**src/rtl/mux_od_port_pkg.sv**
```systemverilog
package mux_od_port_pkg;
  localparam int unsigned PORT_W = 8;
  typedef enum logic {MODE_PORT = 1'b0, MODE_ADDR = 1'b1} port_mode_e;
  typedef struct packed {
    logic low;
    logic high;
    logic rel;
  } pin_drv_t;
endpackage

```
**src/rtl/mux_od_latch_bank.sv**
```systemverilog
module mux_od_latch_bank #(
  parameter int unsigned W = 8
) (
  input  logic         clk,
  input  logic         rst_n,
  input  logic         wr_en,
  input  logic         hold,
  input  logic [W-1:0] wr_data,
  output logic [W-1:0] q
);
  logic take;
  assign take = wr_en && !hold;

  always_ff @(posedge clk or negedge rst_n) begin
    if (!rst_n)    q <= '1;
    else if (take) q <= wr_data;
  end
endmodule

```
**src/rtl/mux_od_drive_ctl.sv**
```systemverilog
module mux_od_drive_ctl
  import mux_od_port_pkg::*;
#(
  parameter int unsigned W = 8
) (
  input  port_mode_e   mode,
  input  logic [W-1:0] latch_v,
  input  logic [W-1:0] addr,
  output logic [W-1:0] low,
  output logic [W-1:0] high,
  output logic [W-1:0] rel
);
  for (genvar b = 0; b < W; b++) begin : g_bit
    pin_drv_t d;
    always_comb begin
      d = '{low: 1'b0, high: 1'b0, rel: 1'b1};
      if (mode == MODE_ADDR) begin
        d.low  = !addr[b];
        d.high = addr[b];
        d.rel  = 1'b0;
      end else if (!latch_v[b]) begin
        d.low = 1'b1;
        d.rel = 1'b0;
      end
    end
    assign low[b]  = d.low;
    assign high[b] = d.high;
    assign rel[b]  = d.rel;
  end
endmodule

```
**src/rtl/mux_od_pin_sampler.sv**
```systemverilog
module mux_od_pin_sampler #(
  parameter int unsigned W = 8
) (
  input  logic         clk,
  input  logic         rst_n,
  input  logic [W-1:0] lvl,
  output logic [W-1:0] q
);
  always_ff @(posedge clk or negedge rst_n) begin
    if (!rst_n) q <= '1;
    else        q <= lvl;
  end
endmodule

```
**src/rtl/mux_od_port.sv**
```systemverilog
module mux_od_port
  import mux_od_port_pkg::*;
#(
  parameter int unsigned W = PORT_W
) (
  input  logic         clk,
  input  logic         rst_n,
  input  logic         wr_en,
  input  logic [W-1:0] wr_data,
  input  logic         ext_mode,
  input  logic [W-1:0] ext_addr,
  input  logic [W-1:0] pin_lvl,
  output logic [W-1:0] latch_q,
  output logic [W-1:0] pin_rd,
  output logic [W-1:0] drv_low,
  output logic [W-1:0] drv_high,
  output logic [W-1:0] drv_rel
);
  port_mode_e mode;
  assign mode = ext_mode ? MODE_ADDR : MODE_PORT;

  mux_od_latch_bank #(.W(W)) u_latch (
    .clk(clk), .rst_n(rst_n), .wr_en(wr_en), .hold(ext_mode),
    .wr_data(wr_data), .q(latch_q)
  );

  mux_od_drive_ctl #(.W(W)) u_drive (
    .mode(mode), .latch_v(latch_q), .addr(ext_addr),
    .low(drv_low), .high(drv_high), .rel(drv_rel)
  );

  mux_od_pin_sampler #(.W(W)) u_sample (
    .clk(clk), .rst_n(rst_n), .lvl(pin_lvl), .q(pin_rd)
  );
endmodule

```
**config.mk**
```make
export PLATFORM = sky130hd
export DESIGN_NAME = mux_od_port
export DESIGN_NICKNAME = d
export VERILOG_FILES = /design/src/rtl/mux_od_port_pkg.sv /design/src/rtl/mux_od_latch_bank.sv /design/src/rtl/mux_od_drive_ctl.sv /design/src/rtl/mux_od_pin_sampler.sv /design/src/rtl/mux_od_port.sv
export SDC_FILE = /design/constraint.sdc
export NUM_CORES = 1
export LEC_CHECK = 0
export BUFFER_PORTS_ARGS = -buffer_cell sky130_fd_sc_hd__buf_2
export CORE_UTILIZATION = 36
export CTS_BUF_LIST = sky130_fd_sc_hd__clkbuf_8
export CTS_CLUSTER_DIAMETER = 150
export DETAILED_ROUTE_END_ITERATION = 16
export HOLD_SLACK_MARGIN = 0.15
export PLACE_DENSITY = 0.84
export SYNTH_ARGS = -nofsm -noshare
export SYNTH_HDL_FRONTEND = slang
export SYNTH_SLANG_ARGS = --single-unit
```
**constraint.sdc**
```tcl
create_clock -name clk -period 0.9 [get_ports clk]
set_input_delay 0.135 -clock clk [delete_from_list [all_inputs] [get_ports clk]]
set_output_delay 0.135 -clock clk [all_outputs]
set_load 0.005 [all_outputs]
```
==> results.txt, run 1 <==
The final worst clock skew is 0 ns. The final critical-path share of the clock period came out at 1.44. STA puts the critical path data arrival time at roughly 1.2 ns. The final number of max-transition violations came out at 0. The detailed router's first-iteration violation count came out at 13. The via count of the first global-routing pass is between 700 and 800. STA classifies the critical path startpoint as a flip-flop.

The smallest clock period supported by the final layout is computed as approximately 1.3 ns. The checks that failed: setup timing. The first-pass GRT wire length came out at 3.56 mm. The kind of critical path is flip-flop to output port. The aggregate global routing overflow came out at 0. The antenna violation net count after detailed routing came out at 0. The root buffer cell chosen for the clock tree is sky130_fd_sc_hd__clkbuf_8. The clock slew at the register clock pins of the worst setup and hold paths is about 0.060 ns. In this run the critical register-to-register path is captured at u_latch.q[4]$_DFFE_PN1P_. The pin count of the biggest net entering global routing came out at 17. The area fraction of the dominant cell type after synthesis is 0.600. The I/O pin count is 68. The weighted congestion reported at the end of routability-driven placement came out at roughly 0.59. For this run, the number of Yosys warnings is 0.

The smallest setup slack after layout is -0.399 ns. The tool flagged a number of max-cap violations equal to 0. Compared with the post-synthesis result, the final layout area differs by 119%. The highest metal layer used by the detailed router is met4. The number of nets in the synthesized netlist came out at between 70 and 80. The worst reg2reg path depth is 4. The number of standard cells after synthesis came out at around 50. The worst voltage drop across the vdd grid is roughly 1.2 mV.

The power density over the cells came out at around 1500 mW/mm^2. The measured slew at the worst slew-check pin is 0.365 ns. The most common cell in the synthesized netlist is sky130_fd_sc_hd__dfstp_2. Measured along the y axis, the die boundary spans 46.1 um. The initial utilization of the core area, before any placement, comes to 0.393. Once layout is complete, the utilization of the core stands at 0.859. After detailed routing, the wire length on met1 is between 1 and 1.5 mm. The run finished, with violations left. The per-cell via count in the routed design came out at between 4 and 5.

The number of setup violations in the final report came out at 36. TritonCTS built the clock tree. The post-DP HPWL is 1.45 mm. The startpoint identified for the worst hold timing path is wr_data[6].

The post-synthesis sequential element count came out at 16. The sequential share of the synthesized area came out at 0.600. Counting flops with an async set or reset pin after synthesis yields a share of 1.00. The clock drives 16 sinks. The worst setup path is captured at an output port.

The area of the mapped netlist is between 700 and 800 um^2. After synthesis, the cell types taking the most area are sky130_fd_sc_hd__dfstp_2 60%, sky130_fd_sc_hd__mux2_4 17%, sky130_fd_sc_hd__and2_1 7.1%, sky130_fd_sc_hd__and2b_1 6.4%, sky130_fd_sc_hd__nor2_1 4.3%. The routed wire length came out at between 3 and 4 mm. The quantity of I/O buffers inserted on ports is between 60 and 70. Of all cell types, the one taking the most synthesized area is sky130_fd_sc_hd__dfstp_2. The minimum setup slack among reg-to-reg paths came out at -0.11 ns. The data required time of the critical path is 0.76 ns.

The core region is 0.00178 mm^2. Timing would allow up to just under 0.8 GHz. The worst slew slack as a fraction of its limit is 0.757. After detailed routing, the number of remaining DRC violations is 0.

The tightest min-delay check is of the primary input to flip-flop type. Each instance of the synthesized netlist takes up on average between 10 and 15 um^2. For the worst-skew pair, the clock arrives at the later sink with an insertion delay of approximately 0.24 ns. The highest net fanout along the worst path is 2. The maximum clock insertion buffer count is 2. The total clock buffers created by CTS came out at 3.

For hold timing, the worst endpoint is u_latch.q[6]$_DFFE_PN1P_. The met2 wire length is approximately 1.7 mm. After layout, the design draws a total of ~2.3 mW. Setup repair after global routing could not meet its margin everywhere. The proportion of layout cells with a drive suffix above 1 is 0.752. The area of the die came out at about 0.0021 mm^2. Across every metal layer, demand over resource in global routing totals 0.248. The number of hold violations in the final report came out at 0.

The die span in x is 46.1 um. The total vias in the final route is slightly above 800. The count of standard-cell rows is 15. The cell count of the worst hold path is 3.

The average wire per cell in the routed design came out at around 17 um. The count of distinct cell types in the synthesized netlist is 8. The worst reg2reg path startpoint is u_latch.q[4]$_DFFE_PN1P_. The net count reported at finish is roughly 180.

In the synthesized netlist, the cells that appear most often are 16 x sky130_fd_sc_hd__dfstp_2, 8 x sky130_fd_sc_hd__and2_1, 8 x sky130_fd_sc_hd__mux2_4, 8 x sky130_fd_sc_hd__nor2_1, 6 x sky130_fd_sc_hd__and2b_1. The most used flip-flop cell after synthesis is sky130_fd_sc_hd__dfstp_2. The number of flops mapped to enable cells by yosys came out at 0. The H-tree depth came out at 1. The initial antenna violation count was 1. The reported leakage power came out at 0.811 nW.

The length of the first detailed-routing pass in iterations is 2. The met3 layer wire length in the routed design is about 120 um.
sequential cells by signal (all words and copies together) (netlist names):
name and cells:
u_sample.q 8, u_latch.q 8
worst max-delay path, stage by stage (launching register included):
cell	delay, ns
sky130_fd_sc_hd__dfstp_2	0.54
sky130_fd_sc_hd__and2b_1	0.17
sky130_fd_sc_hd__nor2_1	0.08
sky130_fd_sc_hd__buf_2	0.14
power breakdown:
part | total, mW | internal (mW) | switching [mW]
Combinational | 0.848 | 0.553 | 0.295
Sequential | 0.894 | 0.846 | 0.0479
Clock | 0.532 | 0.296 | 0.236
Total | 2.27 | 1.70 | 0.579
stage by stage:
step           worst slack (ns)  instances  hold WS, ns  TNS (ns)  cell area (um^2)
5_1_grt                  -0.421        179        0.321     -8.79              1530
2_1_floorplan            0.0278         51      -0.0128         0               706
3_3_place_gp            -0.0490        153        0.240    -0.537              1150
4_1_cts                  -0.306        175        0.430     -6.81              1460
6_report                 -0.399        179        0.347     -7.67              1530
3_5_place_dp            -0.0830        153        0.242    -0.880              1150
final cells by class:
type,instances,area (um^2)
multi-input cells,33,284
fillers,84,251
flip-flops and latches,16,420
clock buffers,3,41.3
repair buffers,101,752
well taps,25,31.3
diodes,1,2.50
logic make-up (layout without fill, tap and decap cells):
family                 after synthesis  count (layout)  synth area share
buffers and inverters                2             104            0.0232
other                                0               1                 0
multiplexers                         8               8             0.171
flip-flops                          16              16             0.600
AND/OR/NAND/NOR                     25              25             0.205
per-layer routing:
layer / vias up / track usage
li1: 368 / -
met1: 411 / 0.238
met2: 36 / 0.493
met3: 4 / 0.0353
met4: 0 / 0.129
met5: - / 0
worst max-delay path by stage:
stage                                         from                  endpoint  slack [ns]  cells past startpoint
after floorplan           u_latch.q[5]$_DFFE_PN1P_                drv_low[5]        0.03                      2
after global placement                    ext_mode  u_latch.q[1]$_DFFE_PN1P_       -0.05                      4
after detailed placement                  ext_mode  u_latch.q[6]$_DFFE_PN1P_       -0.08                      4
after CTS                 u_latch.q[6]$_DFFE_PN1P_                drv_low[6]       -0.31                      3
after global routing      u_latch.q[7]$_DFFE_PN1P_                drv_low[7]       -0.42                      3
final                     u_latch.q[7]$_DFFE_PN1P_                drv_low[7]       -0.40                      3
layout by cell type, fill, tap and decap left out:
master,Yosys,final
sky130_fd_sc_hd__and2_1,8,7
sky130_fd_sc_hd__and2_4,0,1
sky130_fd_sc_hd__and2b_1,6,6
sky130_fd_sc_hd__buf_2,1,55
sky130_fd_sc_hd__buf_4,0,6
sky130_fd_sc_hd__buf_6,1,23
sky130_fd_sc_hd__clkbuf_8,0,3
sky130_fd_sc_hd__dfstp_2,16,16
sky130_fd_sc_hd__diode_2,0,1
sky130_fd_sc_hd__dlygate4sd3_1,0,16
sky130_fd_sc_hd__dlymetal6s4s_1,0,1
sky130_fd_sc_hd__mux2_4,8,8
sky130_fd_sc_hd__nor2_1,8,7
sky130_fd_sc_hd__nor2_2,0,1
sky130_fd_sc_hd__nor2b_1,3,1
sky130_fd_sc_hd__nor2b_4,0,2
repair_timing:
item / in CTS / in global routing
pin swaps: 1 / 0
setup buffers: 2 / 5
cloned: 0 / 0
setup endpoints to repair: 32 / 35
endpoints found under the hold margin: 32 / 0
hold buffers: 17 / 0
resized for setup: 16 / 14
Note: power is estimated with default switching activity, not from simulation.
==> run 2, diff against run 1 <==
CORE_MARGIN = 4   (was unset)
==> run 2 against run 1 <==
The run still ends with setup timing left. Total power is 0.87% higher. Sequential share of layout area is 0.48 points lower. Worst hold slack better by 0.10 ns. Wire length is 1.0% lower. Clock skew stayed put. Register-to-register slack better by 0.06 ns. Core utilization is 1.5 points higher. Critical path type unchanged.
==> results.txt, run 2 (synthesis results as in run 1) <==
Run status: complete, but fails checks (unchanged). Failing checks: setup timing (unchanged). The synthesis-to-finish area growth is 123% (was 119%). The total negative slack for setup checks is -7.87 ns (was -7.67 ns). The area of the die was 0.00272 mm^2 (was 0.00213 mm^2). The total clock buffers created by CTS was 3 (unchanged).

Setup repair after global routing missed its margin: true (unchanged). The worst voltage drop across the vdd grid came out at 1.18 mV (was 1.25 mV). The worst reg2reg path depth is 3 (was 4). The weighted congestion reported at the end of routability-driven placement is 0.602 (was 0.595). Commonest cells after routing, fill and taps aside: 52 x sky130_fd_sc_hd__buf_2, 27 x sky130_fd_sc_hd__buf_6, 17 x sky130_fd_sc_hd__dlygate4sd3_1 (was 55 x sky130_fd_sc_hd__buf_2, 23 x sky130_fd_sc_hd__buf_6, 16 x sky130_fd_sc_hd__dlygate4sd3_1, 16 x sky130_fd_sc_hd__dfstp_2, 8 x sky130_fd_sc_hd__mux2_4). The clock latency on the worst-skew pair came out at 0.24 ns (about the same). The DRC violations left is 0 (unchanged).

The kind of critical path is flip-flop to output port (unchanged). The final critical-path share of the clock period is 1.40 (was 1.44). The length of the first detailed-routing pass in iterations is 4 (was 2). The data required time of the critical path came out at 0.76 ns (about the same). The power density over the cells came out at 1470 mW/mm^2 (was 1490 mW/mm^2). The worst hold margin is 0.449 ns (was 0.347 ns). The I/O pin count came out at 68 (unchanged). The sink of the worst hold path is u_latch.q[3]$_DFFE_PN1P_ (was u_latch.q[6]$_DFFE_PN1P_). The end of the worst register-to-register path is u_latch.q[2]$_DFFE_PN1P_ (was u_latch.q[4]$_DFFE_PN1P_). The count of standard-cell rows came out at 15 (unchanged). The final number of max-transition violations was 0 (unchanged).

The die span in x came out at 52.1 um (was 46.1 um). The CTS tree is built (unchanged). The standard cell core area was 0.00178 mm^2 (unchanged).

The worst reg2reg path startpoint is u_latch.q[2]$_DFFE_PN1P_ (was u_latch.q[4]$_DFFE_PN1P_). The worst min-delay path class is primary input to flip-flop (unchanged). The most common cell after layout, fill and taps aside is sky130_fd_sc_hd__buf_2 (unchanged). The upper clock frequency limit came to 0.796 GHz (was 0.770 GHz). The routed wire length came out at 3.06 mm (was 3.09 mm). The utilization of the core after routing is 0.874 (was 0.859).

The worst path arrival time is 1.12 ns (was 1.16 ns). The worst min-delay path startpoint was ext_mode (was wr_data[6]). The cell at the root of the clock tree was sky130_fd_sc_hd__clkbuf_8 (unchanged). The minimum setup slack among reg-to-reg paths came out at -0.05 ns (was -0.11 ns). The number of diodes is 0 (was 1). The measured slew at the worst slew-check pin is 0.343 ns (was 0.365 ns). The number of setup violations in the final report is 38 (was 36). The endpoint class of the critical path is an output port (unchanged). The total vias in the final route is 806 (was 819). The proportion of layout cells with a drive suffix above 1 is 0.760 (was 0.752). The total power after layout is 2.29 mW (was 2.27 mW). The post-layout instance area is 0.00156 mm^2 (was 0.00153 mm^2).

The cell count of the worst hold path came out at 4 (was 3). The antenna violation net count after detailed routing came out at 0 (unchanged). The clock slew at the register clock pins of the worst setup and hold paths came out at 0.06 ns (about the same). The number of max-capacitance violations reported is 0 (unchanged).

The initial antenna violation count is 0 (was 1). The via count of the first global-routing pass came out at 883 (was 770). The detailed router's first-iteration violation count is 11 (was 13). The maximum clock insertion buffer count was 2 (unchanged). The y dimension of the die came out at 52.1 um (was 46.1 um). The reported leakage power is 0.815 nW (was 0.811 nW). The effective utilization at floorplan is 0.393 (unchanged). The smallest setup slack after layout came out at -0.357 ns (was -0.399 ns). The H-tree depth came out at 1 (unchanged). The startpoint type of the worst setup path is a flip-flop (unchanged). Largest regs: u_latch.q x8, u_sample.q x8 (unchanged). The final worst clock skew was 0 ns (unchanged). The global-route usage over all layers came out at 0.229 (was 0.248). The sink count of the clock tree came to 16 (unchanged). The first-pass GRT wire length came to 4.37 mm (was 3.56 mm). The average wire per cell in the routed design is 17.1 um (was 17.3 um). The post-DP HPWL is 1.76 mm (was 1.45 mm). The per-cell via count in the routed design came out at 4.50 (was 4.58).

The highest net fanout along the worst path came to 2 (unchanged). The quantity of I/O buffers inserted on ports came to 67 (unchanged). The post-detailed-placement cell area came out at 0.00115 mm^2 (unchanged). The minimum period implied by the final worst setup slack is 1.26 ns (was 1.30 ns). The worst slew slack as a fraction of its limit was 0.771 (was 0.757). The pin count of the biggest net entering global routing came out at 17 (unchanged).

The net count reported at finish came out at 184 (was 183). The aggregate global routing overflow came out at 0 (unchanged). The number of hold violations in the final report is 0 (unchanged).
[run 2: how the worst max path moves through the flow]
stage                                   startpoint                        to  cells past startpoint
after global placement                    ext_mode  u_latch.q[3]$_DFFE_PN1P_                      4
after detailed placement  u_latch.q[5]$_DFFE_PN1P_                drv_low[5]                      3
final                     u_latch.q[3]$_DFFE_PN1P_                drv_low[3]                      3
after CTS                 u_latch.q[5]$_DFFE_PN1P_                drv_low[5]                      3
after global routing      u_latch.q[6]$_DFFE_PN1P_                drv_low[6]                      3
after floorplan           u_latch.q[5]$_DFFE_PN1P_                drv_low[5]                      2
[run 2: worst max-delay path: stages (launching register included)]
cell and delay (ns):
sky130_fd_sc_hd__dfstp_2 0.55, sky130_fd_sc_hd__and2b_1 0.16, sky130_fd_sc_hd__nor2_1 0.05, sky130_fd_sc_hd__buf_2 0.12
[run 2: cell type report]
class / instances / area, um^2
Timing Repair Buffer: 102 / 779
Sequential cell: 16 / 420
Multi-Input combinational cell: 33 / 287
Fill cell: 76 / 224
Clock buffer: 3 / 41.3
Tap cell: 25 / 31.3
[run 2: per-layer routing]
layer,track usage,share of wire
met5,0,0
met4,0.118,0.032
met3,0.0544,0.075
met2,0.444,0.55
met1,0.216,0.34
[run 2: timing repair]
action | in CTS | in global routing
hold endpoints to repair | 32 | 0
pin swaps | 1 | 0
hold buffers | 17 | 0
endpoints found under the setup margin | 32 | 37
gates cloned | 0 | 0
gates resized for setup | 23 | 15
buffers inserted | 5 | 7
[run 2: stage by stage]
stage / instances / worst slack, ns
2_1_floorplan: 51 / 0.0278
3_3_place_gp: 153 / -0.0533
3_5_place_dp: 153 / -0.0804
4_1_cts: 178 / -0.328
5_1_grt: 179 / -0.400
6_report: 179 / -0.357
[run 2: power by group]
group / switching (mW) / internal, mW / total (mW)
registers: 0.0520 / 0.847 / 0.899
logic: 0.295 / 0.574 / 0.869
clock network: 0.230 / 0.296 / 0.526
total: 0.577 / 1.72 / 2.29
==> run 3, diff against run 2 <==
CORE_UTILIZATION = 35   (was 36)
GPL_ROUTABILITY_DRIVEN = 1   (was unset)
PLACE_DENSITY = 0.82   (was 0.84)
==> run 3 against run 2 <==
Non-clock buffer count is 2 higher. Critical path type unchanged. The flow still finishes with violations (setup timing). Final cell count rose by 1.7%. Fmax rose by 0.69%. Core utilization decreased by 0.077 points. Global-route usage fell by 3.0 points. Worst setup slack better by 0.0086 ns. Sequential power is 2% lower. Combinational power fell by 1%. First-iteration DRC count fell by 73%. Wire length decreased by 8.2%. Highest routed layer unchanged. Final area rose by 0.96%. Die area grew 2.4%.
==> results.txt, run 3 (synthesis results as in run 1) <==
Run status: complete, but fails checks (unchanged). Failing checks: setup timing (unchanged). The antenna violation net count after detailed routing is 0 (unchanged).

The worst voltage drop across the vdd grid is 1.40 mV (was 1.18 mV). The number of diodes is 0 (unchanged). The fill cell instance count of the final layout is 90 (was 76). The worst slew slack as a fraction of its limit is 0.771 (about the same). The total power after layout is 2.37 mW (was 2.29 mW). The post-layout instance area came out at 0.00157 mm^2 (was 0.00156 mm^2). The minimum period implied by the final worst setup slack is 1.25 ns (was 1.26 ns). The initial antenna violation count was 0 (unchanged). The number of max-capacitance violations reported came out at 0 (unchanged). The CTS tree is built (unchanged). The combined area of the multi-input logic cells is 284 um^2 (was 287 um^2). The worst path arrival time was 1.11 ns (was 1.12 ns). The aggregate global routing overflow is 0 (unchanged). The data required time of the critical path came out at 0.76 ns (about the same). The clock latency on the worst-skew pair came to 0.24 ns (about the same). The sequential standard cell area is 420 um^2 (unchanged). The cell count of the worst hold path is 4 (unchanged). The standard cell core area is 0.00180 mm^2 (was 0.00178 mm^2). The length of the first detailed-routing pass in iterations came out at 4 (unchanged). The total clock buffers created by CTS is 3 (unchanged). The highest net fanout along the worst path is 2 (unchanged). Setup repair after global routing missed its margin: true (unchanged). The most common cell after layout, fill and taps aside is sky130_fd_sc_hd__buf_2 (unchanged). The global-route usage over all layers came to 0.198 (was 0.229). The H-tree depth came out at 1 (unchanged). The average wire per cell in the routed design came out at 15.4 um (was 17.1 um). The clock slew at the register clock pins of the worst setup and hold paths is 0.06 ns (about the same). Commonest cells after routing, fill and taps aside: 52 x sky130_fd_sc_hd__buf_2, 24 x sky130_fd_sc_hd__buf_6, 17 x sky130_fd_sc_hd__dlygate4sd3_1 (was 52 x sky130_fd_sc_hd__buf_2, 27 x sky130_fd_sc_hd__buf_6, 17 x sky130_fd_sc_hd__dlygate4sd3_1).

The y dimension of the die came out at 52.7 um (was 52.1 um). The pin count of the biggest net entering global routing is 17 (unchanged). The final number of max-transition violations came out at 0 (unchanged).

The power density over the cells is 1510 mW/mm^2 (was 1470 mW/mm^2). The post-detailed-placement cell area came out at 0.00114 mm^2 (was 0.00115 mm^2). The worst reg2reg path depth is 5 (was 3). The area of the die was 0.00278 mm^2 (was 0.00272 mm^2).

The proportion of layout cells with a drive suffix above 1 is 0.758 (was 0.760). The I/O pin count is 68 (unchanged). The via count of the first global-routing pass came out at 851 (was 883).

The sink count of the clock tree came out at 16 (unchanged). The die span in x is 52.7 um (was 52.1 um). The effective utilization at floorplan came out at 0.389 (was 0.393). The quantity of I/O buffers inserted on ports came to 67 (unchanged).

The startpoint type of the worst setup path is a flip-flop (unchanged). The cell at the root of the clock tree was sky130_fd_sc_hd__clkbuf_8 (unchanged). The routed wire length is 2.81 mm (was 3.06 mm).

The first-pass GRT wire length came to 3.89 mm (was 4.37 mm). The number of setup violations in the final report is 37 (was 38). The final critical-path share of the clock period was 1.39 (was 1.40). The reported leakage power came to 0.826 nW (was 0.815 nW). The synthesis-to-finish area growth came to 125% (was 123%). The DRC violations left came out at 0 (unchanged). The per-cell via count in the routed design was 4.42 (was 4.50). The maximum clock insertion buffer count was 2 (unchanged). Largest regs: u_latch.q x8, u_sample.q x8 (unchanged). The net count reported at finish came out at 186 (was 184). The weighted congestion reported at the end of routability-driven placement is 0.587 (was 0.602). The final worst clock skew was 0 ns (unchanged). The endpoint class of the critical path was an output port (unchanged). The worst min-delay path class is primary input to flip-flop (unchanged).

The kind of critical path is flip-flop to output port (unchanged). The count of standard-cell rows is 15 (unchanged). The measured slew at the worst slew-check pin is 0.344 ns (was 0.343 ns). The number of hold violations in the final report came to 0 (unchanged).

The detailed router's first-iteration violation count is 3 (was 11). The total vias in the final route is 804 (was 806). The smallest setup slack after layout was -0.348 ns (was -0.357 ns). The upper clock frequency limit was 0.801 GHz (was 0.796 GHz).
[run 3: cell count changes in the layout (fill, tap and decap cells not counted), sizes merged]
cell    change
buf         +2
clkbuf      +1
[run 3: layer usage]
metal	vias up	global-route usage	routed length (um)
met5	-	0	0
met4	0	0.0809	46
met3	4	0.0199	160
met2	37	0.426	1690
met1	391	0.178	912
li1	372	-	-
[run 3: worst paths after layout]
check / to / from / slack (ns)
setup / recovery: drv_low[3] / u_latch.q[3]$_DFFE_PN1P_ / -0.35
min in group asynchronous: u_sample.q[7]$_DFF_PN1_ / rst_n / 0.60
setup reg to reg: u_latch.q[7]$_DFFE_PN1P_ / u_latch.q[7]$_DFFE_PN1P_ / -0.25
hold / removal: u_latch.q[2]$_DFFE_PN1P_ / ext_mode / 0.42
max in group asynchronous: u_latch.q[1]$_DFFE_PN1P_ / rst_n / 0.27
hold reg to reg: u_latch.q[4]$_DFFE_PN1P_ / u_latch.q[4]$_DFFE_PN1P_ / 0.74
[run 3: area by class of cell]
| cell class | instances | area share |
|---|---|---|
| clock buffers | 4 | 0.0350 |
| multi-input cells | 33 | 0.180 |
| flip-flops and latches | 16 | 0.267 |
| well taps | 25 | 0.0199 |
| repair buffers | 104 | 0.498 |
[run 3: worst max-delay path, cell delays in order, from the launching register on]
cell and delay, ns:
sky130_fd_sc_hd__dfstp_2 0.53, sky130_fd_sc_hd__and2b_1 0.17, sky130_fd_sc_hd__nor2_1 0.05, sky130_fd_sc_hd__buf_2 0.12
[run 3: metrics by stage]
step	cells	util	setup TNS [ns]	hold WS (ns)	setup WS (ns)
6_report	182	0.874	-7.84	0.424	-0.348
5_1_grt	182	0.874	-8.82	0.441	-0.368
4_1_cts	179	0.843	-7.22	0.415	-0.318
3_5_place_dp	152	0.632	-0.717	0.241	-0.0539
3_3_place_gp	152	0.632	-0.477	0.240	-0.0407
2_1_floorplan	51	-	0	-0.0128	0.0278
[run 3: what timing repair did]
item | in CTS | in global routing
gates cloned | 0 | 0
setup buffers | 6 | 8
hold endpoints to repair | 32 | 0
pin swaps | 1 | 0
resized for setup | 22 | 10
endpoints found under the setup margin | 32 | 37
hold buffers | 17 | 0
[run 3: power by group]
group / switching (mW) / total [mW] / internal (mW)
clock: 0.239 / 0.626 / 0.387
combinational: 0.285 / 0.859 / 0.574
sequential: 0.0393 / 0.885 / 0.845
total: 0.563 / 2.37 / 1.81
